===== src/rtl/dac_wr_pkg.sv =====
// Shared types for the serial DAC write controller.
// Assumes nothing beyond a single clock domain.
package dac_wr_pkg;

    // Controller sequence states.
    typedef enum logic [1:0] {
        ST_IDLE  = 2'd0,
        ST_GAP   = 2'd1,
        ST_SHIFT = 2'd2,
        ST_DRAIN = 2'd3
    } wr_state_t;

endpackage


===== src/rtl/dac_frame_pack.sv =====
// Assembles the serial word: zero padding, then mode bits, then code.
// Purely combinational. Assumes the caller captures the result.
module dac_frame_pack #(
    parameter int CODE_W = 16,
    parameter int MODE_W = 2,
    parameter int PAD_W  = 6,
    localparam int FRAME_W = PAD_W + MODE_W + CODE_W
) (
    input  logic [CODE_W-1:0]  code,
    input  logic [MODE_W-1:0]  mode,
    output logic [FRAME_W-1:0] frame
);

    // Concatenate fields in transmit order, MSB first.
    always_comb begin
        frame = {{PAD_W{1'b0}}, mode, code};
    end

endmodule


===== src/rtl/dac_sclk_div.sv =====
// Produces a one-cycle tick every HALF_DIV system clocks while run is high.
// The count restarts from zero whenever run is low, so the first tick
// comes HALF_DIV clocks after run rises. Assumes HALF_DIV >= 1.
module dac_sclk_div #(
    parameter int HALF_DIV = 5,
    localparam int CW = (HALF_DIV > 1) ? $clog2(HALF_DIV) : 1
) (
    input  logic clk,
    input  logic rst_n,
    input  logic run,
    output logic tick
);

    localparam logic [CW-1:0] LAST = CW'(HALF_DIV - 1);

    logic [CW-1:0] cnt;

    // Half-period counter, held at zero when not running.
    always_ff @(posedge clk) begin
        if (!rst_n || !run) begin
            cnt <= '0;
        end else if (cnt == LAST) begin
            cnt <= '0;
        end else begin
            cnt <= cnt + 1'b1;
        end
    end

    // Tick on the last count of each half period.
    always_comb begin
        tick = run && (cnt == LAST);
    end

endmodule


===== src/rtl/dac_frame_seq.sv =====
// Frame sequencer: takes one packed word, pulses frame select high for
// GAP_CYC clocks, shifts the word out with data changing on rising serial
// clock edges, and handles cancel requests. Assumes tick comes from a
// divider that runs only while shifting is reported.
module dac_frame_seq
    import dac_wr_pkg::*;
#(
    parameter int FRAME_W = 24,
    parameter int GAP_CYC = 7,
    localparam int GW = $clog2(GAP_CYC + 1),
    localparam int FW = $clog2(FRAME_W)
) (
    input  logic               clk,
    input  logic               rst_n,
    input  logic               start,
    input  logic [FRAME_W-1:0] frame_in,
    input  logic               abort_req,
    input  logic               tick,
    output logic               idle,
    output logic               shifting,
    output logic               sync_out,
    output logic               sclk_out,
    output logic               sdat_out,
    output logic               done_out,
    output logic               aborted_out
);

    localparam logic [GW-1:0] GAP_LAST  = GW'(GAP_CYC - 1);
    localparam logic [FW-1:0] FALL_LAST = FW'(FRAME_W - 1);

    wr_state_t          state;
    logic [FRAME_W-1:0] shreg;
    logic [GW-1:0]      gap_cnt;
    logic [FW-1:0]      fall_cnt;
    logic               sync_q;
    logic               sclk_q;
    logic               sdat_q;
    logic               done_q;
    logic               abt_q;

    // Main sequence: accept, gap, shift, and cancel recovery.
    always_ff @(posedge clk) begin
        if (!rst_n) begin
            state    <= ST_IDLE;
            shreg    <= '0;
            gap_cnt  <= '0;
            fall_cnt <= '0;
            sync_q   <= 1'b0;
            sclk_q   <= 1'b0;
            sdat_q   <= 1'b0;
            done_q   <= 1'b0;
            abt_q    <= 1'b0;
        end else begin
            done_q <= 1'b0;
            case (state)
                ST_IDLE: begin
                    if (start) begin
                        shreg   <= frame_in;
                        state   <= ST_GAP;
                        sync_q  <= 1'b1;
                        gap_cnt <= '0;
                        abt_q   <= 1'b0;
                    end
                end
                ST_GAP: begin
                    gap_cnt <= gap_cnt + 1'b1;
                    if (gap_cnt == GAP_LAST) begin
                        sync_q <= 1'b0;
                        if (abort_req) begin
                            state <= ST_IDLE;
                            abt_q <= 1'b1;
                        end else begin
                            state    <= ST_SHIFT;
                            fall_cnt <= '0;
                        end
                    end else if (abort_req) begin
                        state <= ST_DRAIN;
                        abt_q <= 1'b1;
                    end
                end
                ST_SHIFT: begin
                    if (tick && sclk_q && (fall_cnt == FALL_LAST)) begin
                        sclk_q <= 1'b0;
                        done_q <= 1'b1;
                        state  <= ST_IDLE;
                    end else if (abort_req) begin
                        state   <= ST_DRAIN;
                        sync_q  <= 1'b1;
                        gap_cnt <= '0;
                        abt_q   <= 1'b1;
                    end else if (tick) begin
                        if (!sclk_q) begin
                            sclk_q <= 1'b1;
                            sdat_q <= shreg[FRAME_W-1];
                            shreg  <= {shreg[FRAME_W-2:0], 1'b0};
                        end else begin
                            sclk_q   <= 1'b0;
                            fall_cnt <= fall_cnt + 1'b1;
                        end
                    end
                end
                ST_DRAIN: begin
                    sclk_q  <= 1'b0;
                    gap_cnt <= gap_cnt + 1'b1;
                    if (gap_cnt == GAP_LAST) begin
                        state  <= ST_IDLE;
                        sync_q <= 1'b0;
                    end
                end
                default: state <= ST_IDLE;
            endcase
        end
    end

    // Drive outputs from state and registers.
    always_comb begin
        idle        = (state == ST_IDLE);
        shifting    = (state == ST_SHIFT);
        sync_out    = sync_q;
        sclk_out    = sclk_q;
        sdat_out    = sdat_q;
        done_out    = done_q;
        aborted_out = abt_q;
    end

endmodule


===== src/rtl/dac_frame_writer.sv =====
// Top of the serial DAC write controller. Packs a code and a mode pair
// into one word and sends it on a three-wire link with the serial clock
// derived from clk. Assumes HALF_DIV is chosen so that clk/(2*HALF_DIV)
// stays within the receiver's clock limit, and that GAP_CYC clocks cover
// its minimum frame-select high time.
module dac_frame_writer #(
    parameter int CODE_W   = 16,
    parameter int MODE_W   = 2,
    parameter int PAD_W    = 6,
    parameter int HALF_DIV = 5,
    parameter int GAP_CYC  = 7
) (
    input  logic              clk,
    input  logic              rst_n,
    input  logic              req_valid,
    output logic              req_ready,
    input  logic [CODE_W-1:0] req_code,
    input  logic [MODE_W-1:0] req_mode,
    input  logic              abort_req,
    output logic              ser_sync,
    output logic              ser_clk,
    output logic              ser_dat,
    output logic              wr_done,
    output logic              wr_aborted
);

    localparam int FRAME_W = PAD_W + MODE_W + CODE_W;

    logic [FRAME_W-1:0] packed_word;
    logic               tick;
    logic               idle;
    logic               shifting;

    dac_frame_pack #(
        .CODE_W(CODE_W),
        .MODE_W(MODE_W),
        .PAD_W (PAD_W)
    ) u_pack (
        .code (req_code),
        .mode (req_mode),
        .frame(packed_word)
    );

    dac_sclk_div #(
        .HALF_DIV(HALF_DIV)
    ) u_div (
        .clk  (clk),
        .rst_n(rst_n),
        .run  (shifting),
        .tick (tick)
    );

    dac_frame_seq #(
        .FRAME_W(FRAME_W),
        .GAP_CYC(GAP_CYC)
    ) u_seq (
        .clk        (clk),
        .rst_n      (rst_n),
        .start      (req_valid),
        .frame_in   (packed_word),
        .abort_req  (abort_req),
        .tick       (tick),
        .idle       (idle),
        .shifting   (shifting),
        .sync_out   (ser_sync),
        .sclk_out   (ser_clk),
        .sdat_out   (ser_dat),
        .done_out   (wr_done),
        .aborted_out(wr_aborted)
    );

    // Ready whenever the sequencer is idle.
    always_comb begin
        req_ready = idle;
    end

endmodule


===== config.mk =====
export PLATFORM = sky130hd
export DESIGN_NAME = dac_frame_writer
export DESIGN_NICKNAME = d
export VERILOG_FILES = /design/src/rtl/dac_wr_pkg.sv /design/src/rtl/dac_frame_pack.sv /design/src/rtl/dac_sclk_div.sv /design/src/rtl/dac_frame_seq.sv /design/src/rtl/dac_frame_writer.sv
export SDC_FILE = /design/constraint.sdc
export NUM_CORES = 1
export LEC_CHECK = 0
export BUFFER_PORTS_ARGS = -buffer_cell sky130_fd_sc_hd__buf_4
export CAP_MARGIN = 20
export CORE_ASPECT_RATIO = 2
export CORE_MARGIN = 5
export CORE_UTILIZATION = 45
export DETAILED_ROUTE_END_ITERATION = 8
export GPL_TIMING_DRIVEN = 0
export HOLD_SLACK_MARGIN = 0.05
export PLACE_DENSITY = 0.72
export SLEW_MARGIN = 20
export SYNTH_ARGS = -nofsm -noshare
export SYNTH_HDL_FRONTEND = slang
export SYNTH_SLANG_ARGS = --single-unit

===== constraint.sdc =====
create_clock -name clk -period 1.99 [get_ports clk]
set_input_delay 0.199 -clock clk [delete_from_list [all_inputs] [get_ports clk]]
set_output_delay 0.199 -clock clk [all_outputs]
set_load 0.05 [all_outputs]

-- After elaboration in Yosys (flattened, before gate mapping)
Cells that the tools add are included.
- register bits: 42
- bits of input ports: 22
- output and inout port bits: 6
- word-level logic and storage cells: 96
- reduce and logical (&&, ||, !) cells: 22
- add/sub/neg operators: 3
- bitwise gates (word level): 3
- eq/ne operators: 19
- mux-type cells: 39
- operators by type and width (cell ; count):
    $mux W24 ; 5
    $pmux W24 S2 ; 1
    $mux W5 ; 6
    $mux W1 ; 12
    $mux W2 ; 6
    $ne A2 B2 Y1 const B ; 6
    $ne A2 B1 Y1 const B ; 5
    $pmux W5 S2 ; 1
    $mux W3 ; 3
    $pmux W3 S3 ; 1
    $reduce_and A3 Y1 ; 3
    $pmux W2 S4 ; 1
    $reduce_and A7 Y1 ; 1
    $add A3 B1 Y3 const B ; 2
    $eq A3 B3 Y1 const B ; 2
    $pmux W1 S3 ; 2
    $reduce_and A6 Y1 ; 1
    $reduce_bool A2 Y1 ; 3
    $add A5 B1 Y5 const B ; 1
    $eq A5 B5 Y1 const B ; 1
    $reduce_and A5 Y1 ; 1
    $eq A2 B2 Y1 const B ; 2
    $reduce_and A2 Y1 ; 2
    $reduce_and A4 Y1 ; 1
    11 further kinds ; 17

-- Depth between registers and ports, before layout
- depth in word-level cells: 6
- depth in mapped cells: 8
- gate-level depth less buffers: 6

-- Modules after synthesis
A second synthesis with hierarchy kept.
- cells, all modules: 255
- area total of the unflattened synthesis: 2374.8 µm²
- modules (own cells, without submodules) (module ; seq. area each (µm²) ; times used ; cells an instance ; area each (µm²)):
    dac_frame_seq ; 780.7 ; 1 ; 215 ; 2045.7
    dac_frame_pack ; 0.0 ; 1 ; 25 ; 183.9
    dac_sclk_div ; 60.1 ; 1 ; 15 ; 145.1

-- Worst setup path before layout
OpenSTA, ideal clock, no wires.
- kind: register -> register
- start point: register u_seq.state[0]
- end point: register u_seq.shreg[10]
- cell stages (with the launch flop): 8
- arrival time: 1.955 ns
- path slack: -0.082 ns
- clock period less this slack: 2.072 ns
- required time: 1.874 ns
- path buffers: 2
- library setup time: 0.116 ns
- cells stage by stage: dfxtp_1 -> inv_1 -> ha_1 -> clkbuf_1 -> mux2i_1 -> a21oi_2 -> buf_2 -> o211a_1
- elaborated cells between the ends (all ways): 13
- classes of those cells: eq/ne: 6; mux: 1; reduce/logical: 6
- RTL lines (what ; RTL line ; text):
    from (decl) ; dac_frame_seq.sv:31 ; wr_state_t state;
    from (signal assigned) ; dac_frame_seq.sv:44 ; state <= ST_IDLE;
    from (signal assigned) ; dac_frame_seq.sv:59 ; state <= ST_GAP;
    from (signal assigned) ; dac_frame_seq.sv:70 ; state <= ST_IDLE;
    $logic_not A2 Y1 (*) ; n/a ;
    via req_ready ; dac_frame_writer.sv:16 ; output logic req_ready,
    $ne A2 B2 Y1 (no source line) / $reduce_bool A2 Y1 (equally long branches) ; n/a ;
    $reduce_and A6 Y1 (no source line) ; n/a ;
    to (signal assigned) ; dac_frame_seq.sv:58 ; shreg <= frame_in;
    to (signal assigned) ; dac_frame_seq.sv:95 ; shreg <= {shreg[FRAME_W-2:0], 1'b0};
    to (decl) ; dac_frame_seq.sv:32 ; logic [FRAME_W-1:0] shreg;
The timed path passes the listed nets; every way through them passes the cells marked *.
A chain may end at the register's enable or synchronous reset.

-- Worst setup path after layout
- start point: register u_seq.state[0]
- end point: register u_seq.shreg[8]
- longest elaborated chain between the ends: 6
- elaborated cells between the ends (all ways): 13
- classes of those cells: eq/ne: 6; mux: 1; reduce/logical: 6
- RTL lines (what ; RTL line ; text):
    $eq A2 B2 Y1 ; dac_frame_seq.sv:55, dac_frame_seq.sv:118 ;
    $logic_and A1 B1 Y1 ; dac_sclk_div.sv:31 ; tick = run && (cnt == LAST);
    $logic_and A1 B1 Y1 (2 in a row) ; dac_frame_seq.sv:82 ; if (tick && sclk_q && (fall_cnt == FALL_LAST)) begin
    $ne A2 B2 Y1 (no source line) ; n/a ;
    $reduce_and A6 Y1 (no source line) ; n/a ;
Several ways; a longest one is shown, not always the timed one.

==> flow_summary.json <==
{
  "ios": 28,
  "tritoncts": "built",
  "cts_setup_buffers": 0,
  "drv_slew": 0,
  "setup_viol": 0,
  "grt_usage": 0.160,
  "pwr-share-seq": 0.457,
  "core_area_um2": 4550,
  "syn_avg_cell_area_um2": 9.23,
  "power.density_nw_per_um2": 837,
  "ys_seq_elements": 42,
  "die-area_um2": 6230,
  "yosysSeqAreaShare": 0.400,
  "crit_top_cell": "buf_2",
  "clkPwrFrac": 0.331,
  "rows": 35,
  "finalWorstSetupSlack_ns": 0.126,
  "critPathLaunchType": "flop",
  "grt_max_degree": 13,
  "end_kind": "flop",
  "postSynthCellCount": 228,
  "p_sw_uw": 586,
  "stdcell_area_um2": 2500,
  "synth_nets": 259,
  "vias_per_cell": 5.63,
  "clock_latency_ns": 0.29,
  "syn2layout_area_growth_pct": 18.6,
  "antenna_found_initial": 0,
  "synth_cell_types": 42,
  "first_global_vias": 1745,
  "die_h_um": 107,
  "synthMuxAreaShare": 0.0904,
  "leakage_nw": 1.08,
  "synth_flop_cell": "dfxtp_1",
  "crit_required_ns": 2.18,
  "setup_tns_ns": 0,
  "die_x_um": 58.4,
  "clockRootBuffer": "clkbuf_8",
  "drcViolationCount": 0,
  "grt_use_met3": 0.0289,
  "start_util": 0.462,
  "synth-xor-area-share": 0,
  "maxCapViolations": 0,
  "combPwrFrac": 0.213,
  "min_from": "req_code[0]",
  "yosys_warnings": 0,
  "crit_fanout": 10,
  "diodes": 0,
  "top_usage_layer": "met2",
  "drive_gt1_frac": 0.181,
  "synth_edf_count": 0,
  "outcome": "finished clean",
  "period_minus_slack_ns": 1.86,
  "cp_slowest_cell": "dfxtp_1",
  "synth-compound-area-share": 0.234,
  "internal-power_mw": 1.50,
  "async_flop_share": 0,
  "hold_violations": 0,
  "worstRegToRegCells": 7,
  "p_sw_frac": 0.281,
  "nFillCells": 452,
  "num_vias": 1773,
  "hold_path_end": "u_seq.shreg[0]",
  "synth_top_family_by_area": "compound AO/OA/AOI/OAI gates",
  "rsz0062_at_grt": "no",
  "reg2reg_to": "u_seq.shreg[8]",
  "htree_num_levels": 2,
  "synth-simple-area-share": 0.177,
  "crit_arrival_ns": 2.05,
  "tightestPinTransition_ns": 0.516,
  "hold_path_depth": 3,
  "worstPathCellList": "inv_1 > ha_1 > buf_2 > mux2i_2 > a21oi_4 > buf_2 > o211a_1",
  "final.period_utilization": 0.936,
  "path_clk_slew_ns": 0.08,
  "fin_nets": 291,
  "crit_type": "flop to flop",
  "synth_fa_ha_area_frac": 0.0535,
  "cts.sinks": 42,
  "pre_cts_ws_ns": 0.0578,
  "ant_nets": 0,
  "drt-wirelength-per-cell_um": 14.5,
  "io_buffers": 26,
  "drt_iter0_markers": 25,
  "fmax_ghz": 0.537,
  "skew_ns": 0.00580,
  "slew-limit-headroom": 0.656,
  "placed_area_um2": 2370,
  "max_stage_delay_ns": 0.39,
  "reg2reg_slack_ns": 0.13,
  "grt_use_met1": 0.165,
  "grtUsageMet2": 0.302,
  "holdCritPathClass": "primary input to flop",
  "firstDrtPassIters": 4,
  "power.total_mw": 2.09,
  "max-vdd-ir-drop_v": 0.000735,
  "r2r-start": "u_seq.state[0]",
  "cts_max_path_buffers": 2,
  "fin_util": 0.548,
  "grt_pass1_wl_um": 7880,
  "routed_wirelength_um": 4550,
  "hpwl_um": 3500,
  "gp_congestion": 0.788,
  "grt-ovfl-total": 0,
  "netlist_area_um2": 2100,
  "numCtsBuffers": 5
}
[how the worst max path moves through the flow]
stage,from,to,slack (ns),depth (start not counted)
finish,u_seq.state[0],u_seq.shreg[8],0.13,7
floorplan,u_seq.state[0],u_seq.shreg[10],0.06,7
global route,u_seq.state[0],u_seq.fall_cnt[2],0.01,6
detailed placement,u_seq.state[0],u_seq.shreg[8],0.06,8
global placement,u_seq.state[0],u_seq.shreg[10],0.1,8
CTS,u_seq.state[0],u_seq.shreg[8],0.04,7
[through the flow]
| stage | hold WS [ns] | cells |
|---|---|---|
| final | 0.205 | 315 |
| after global routing | 0.218 | 315 |
| after CTS | 0.208 | 316 |
| after detailed placement | 0.445 | 309 |
| after global placement | 0.445 | 309 |
| after floorplan | 0.375 | 228 |
[metal layers]
layer / vias to the layer above / wire length (µm)
met5: - / 0
met4: 0 / 76
met3: 8 / 162
met2: 26 / 2600
met1: 844 / 1720
li1: 895 / -
[Yosys cell counts, drive strengths merged (2+ instances only)]
cell type,count,area (µm²)
a22oi,7,52.6
nor2b,8,50.1
nand2,33,124
a211oi,4,30.0
o21a,2,15.0
nand3b,2,15.0
nand4,2,12.5
clkbuf,5,18.8
a31oi,2,12.5
buf,7,42.5
o211a,17,170
nor2,8,30.0
nor3,2,15.0
nand3,4,20.0
a21boi,6,45.0
nand2b,3,18.8
mux2i,19,190
a21oi,8,43.8
dfxtp,42,841
a21o,2,15.0
ha,9,113
o211ai,2,15.0
o21ai,9,45.0
inv,9,33.8
or3,4,25.0
[cells by family (layout without fill, tap and decap cells)]
kind of cell	Yosys count	in the layout
buffers and inverters	21	53
muxes	19	19
DFF	42	42
and+or+nand+nor	73	73
AOI/OAI and AO/OA	64	64
adders and majority gates	9	9
[critical path: cells and delay by family (launching register included)]
kind                       cells  cell delay, ns
muxes                          1            0.30
AOI/OAI and AO/OA              2            0.31
adders and majority gates      1            0.25
buffers and inverters          3            0.50
DFF                            1            0.39
[power groups by stage]
stage               clock network [mW]  registers, mW  logic, mW
floorplan                            0          0.989      0.295
CTS                              0.705          0.955      0.439
global route                     0.745          0.963      0.491
detailed placement                   0          0.975      0.437
finish                           0.691          0.954      0.444
global placement                     0          0.972      0.430
[state kept, by name (all words and copies together), names as in the netlist]
| signal | cells |
|---|---|
| u_seq.sync_out | 1 |
| u_seq.done_out | 1 |
| u_seq.fall_cnt | 5 |
| u_seq.sclk_out | 1 |
| u_seq.sdat_out | 1 |
| u_seq.aborted_out | 1 |
| u_seq.shreg | 24 |
| u_div.cnt | 3 |
| u_seq.state | 2 |
| u_seq.gap_cnt | 3 |
[cells in the final DEF, fill, tap and decap left out, types with 6 or more instances in the layout]
cell type  Yosys  routed
o21ai_0        7       7
clkbuf_8       0       6
buf_4          3      29
nor2_1         8       8
dfxtp_1       42      42
mux2i_1       19      18
a22oi_1        7       6
nand2_1       33      33
ha_1           9       8
a21oi_1        7       7
inv_1          9       9
o211a_1       17      17
nor2b_1        8       8
[final cells by class]
class | count | area, µm² | share of cell area
Inverter | 9 | 33.8 | 0.0135
Multi-Input combinational cell | 165 | 1190 | 0.476
Timing Repair Buffer | 26 | 195 | 0.0782
Clock inverter | 1 | 30.0 | 0.0120
Tap cell | 55 | 68.8 | 0.0276
Clock buffer | 6 | 82.6 | 0.0331
Sequential cell | 42 | 841 | 0.337
Buffer | 11 | 57.6 | 0.0231
[timing repair]
item / 4_1_cts / 5_1_grt
hold endpoints to repair: 0 / 0
resized for setup: 0 / 3
endpoints found under the setup margin: 0 / 23
hold buffers: 0 / 0
Power figures use the tool's default switching activity.
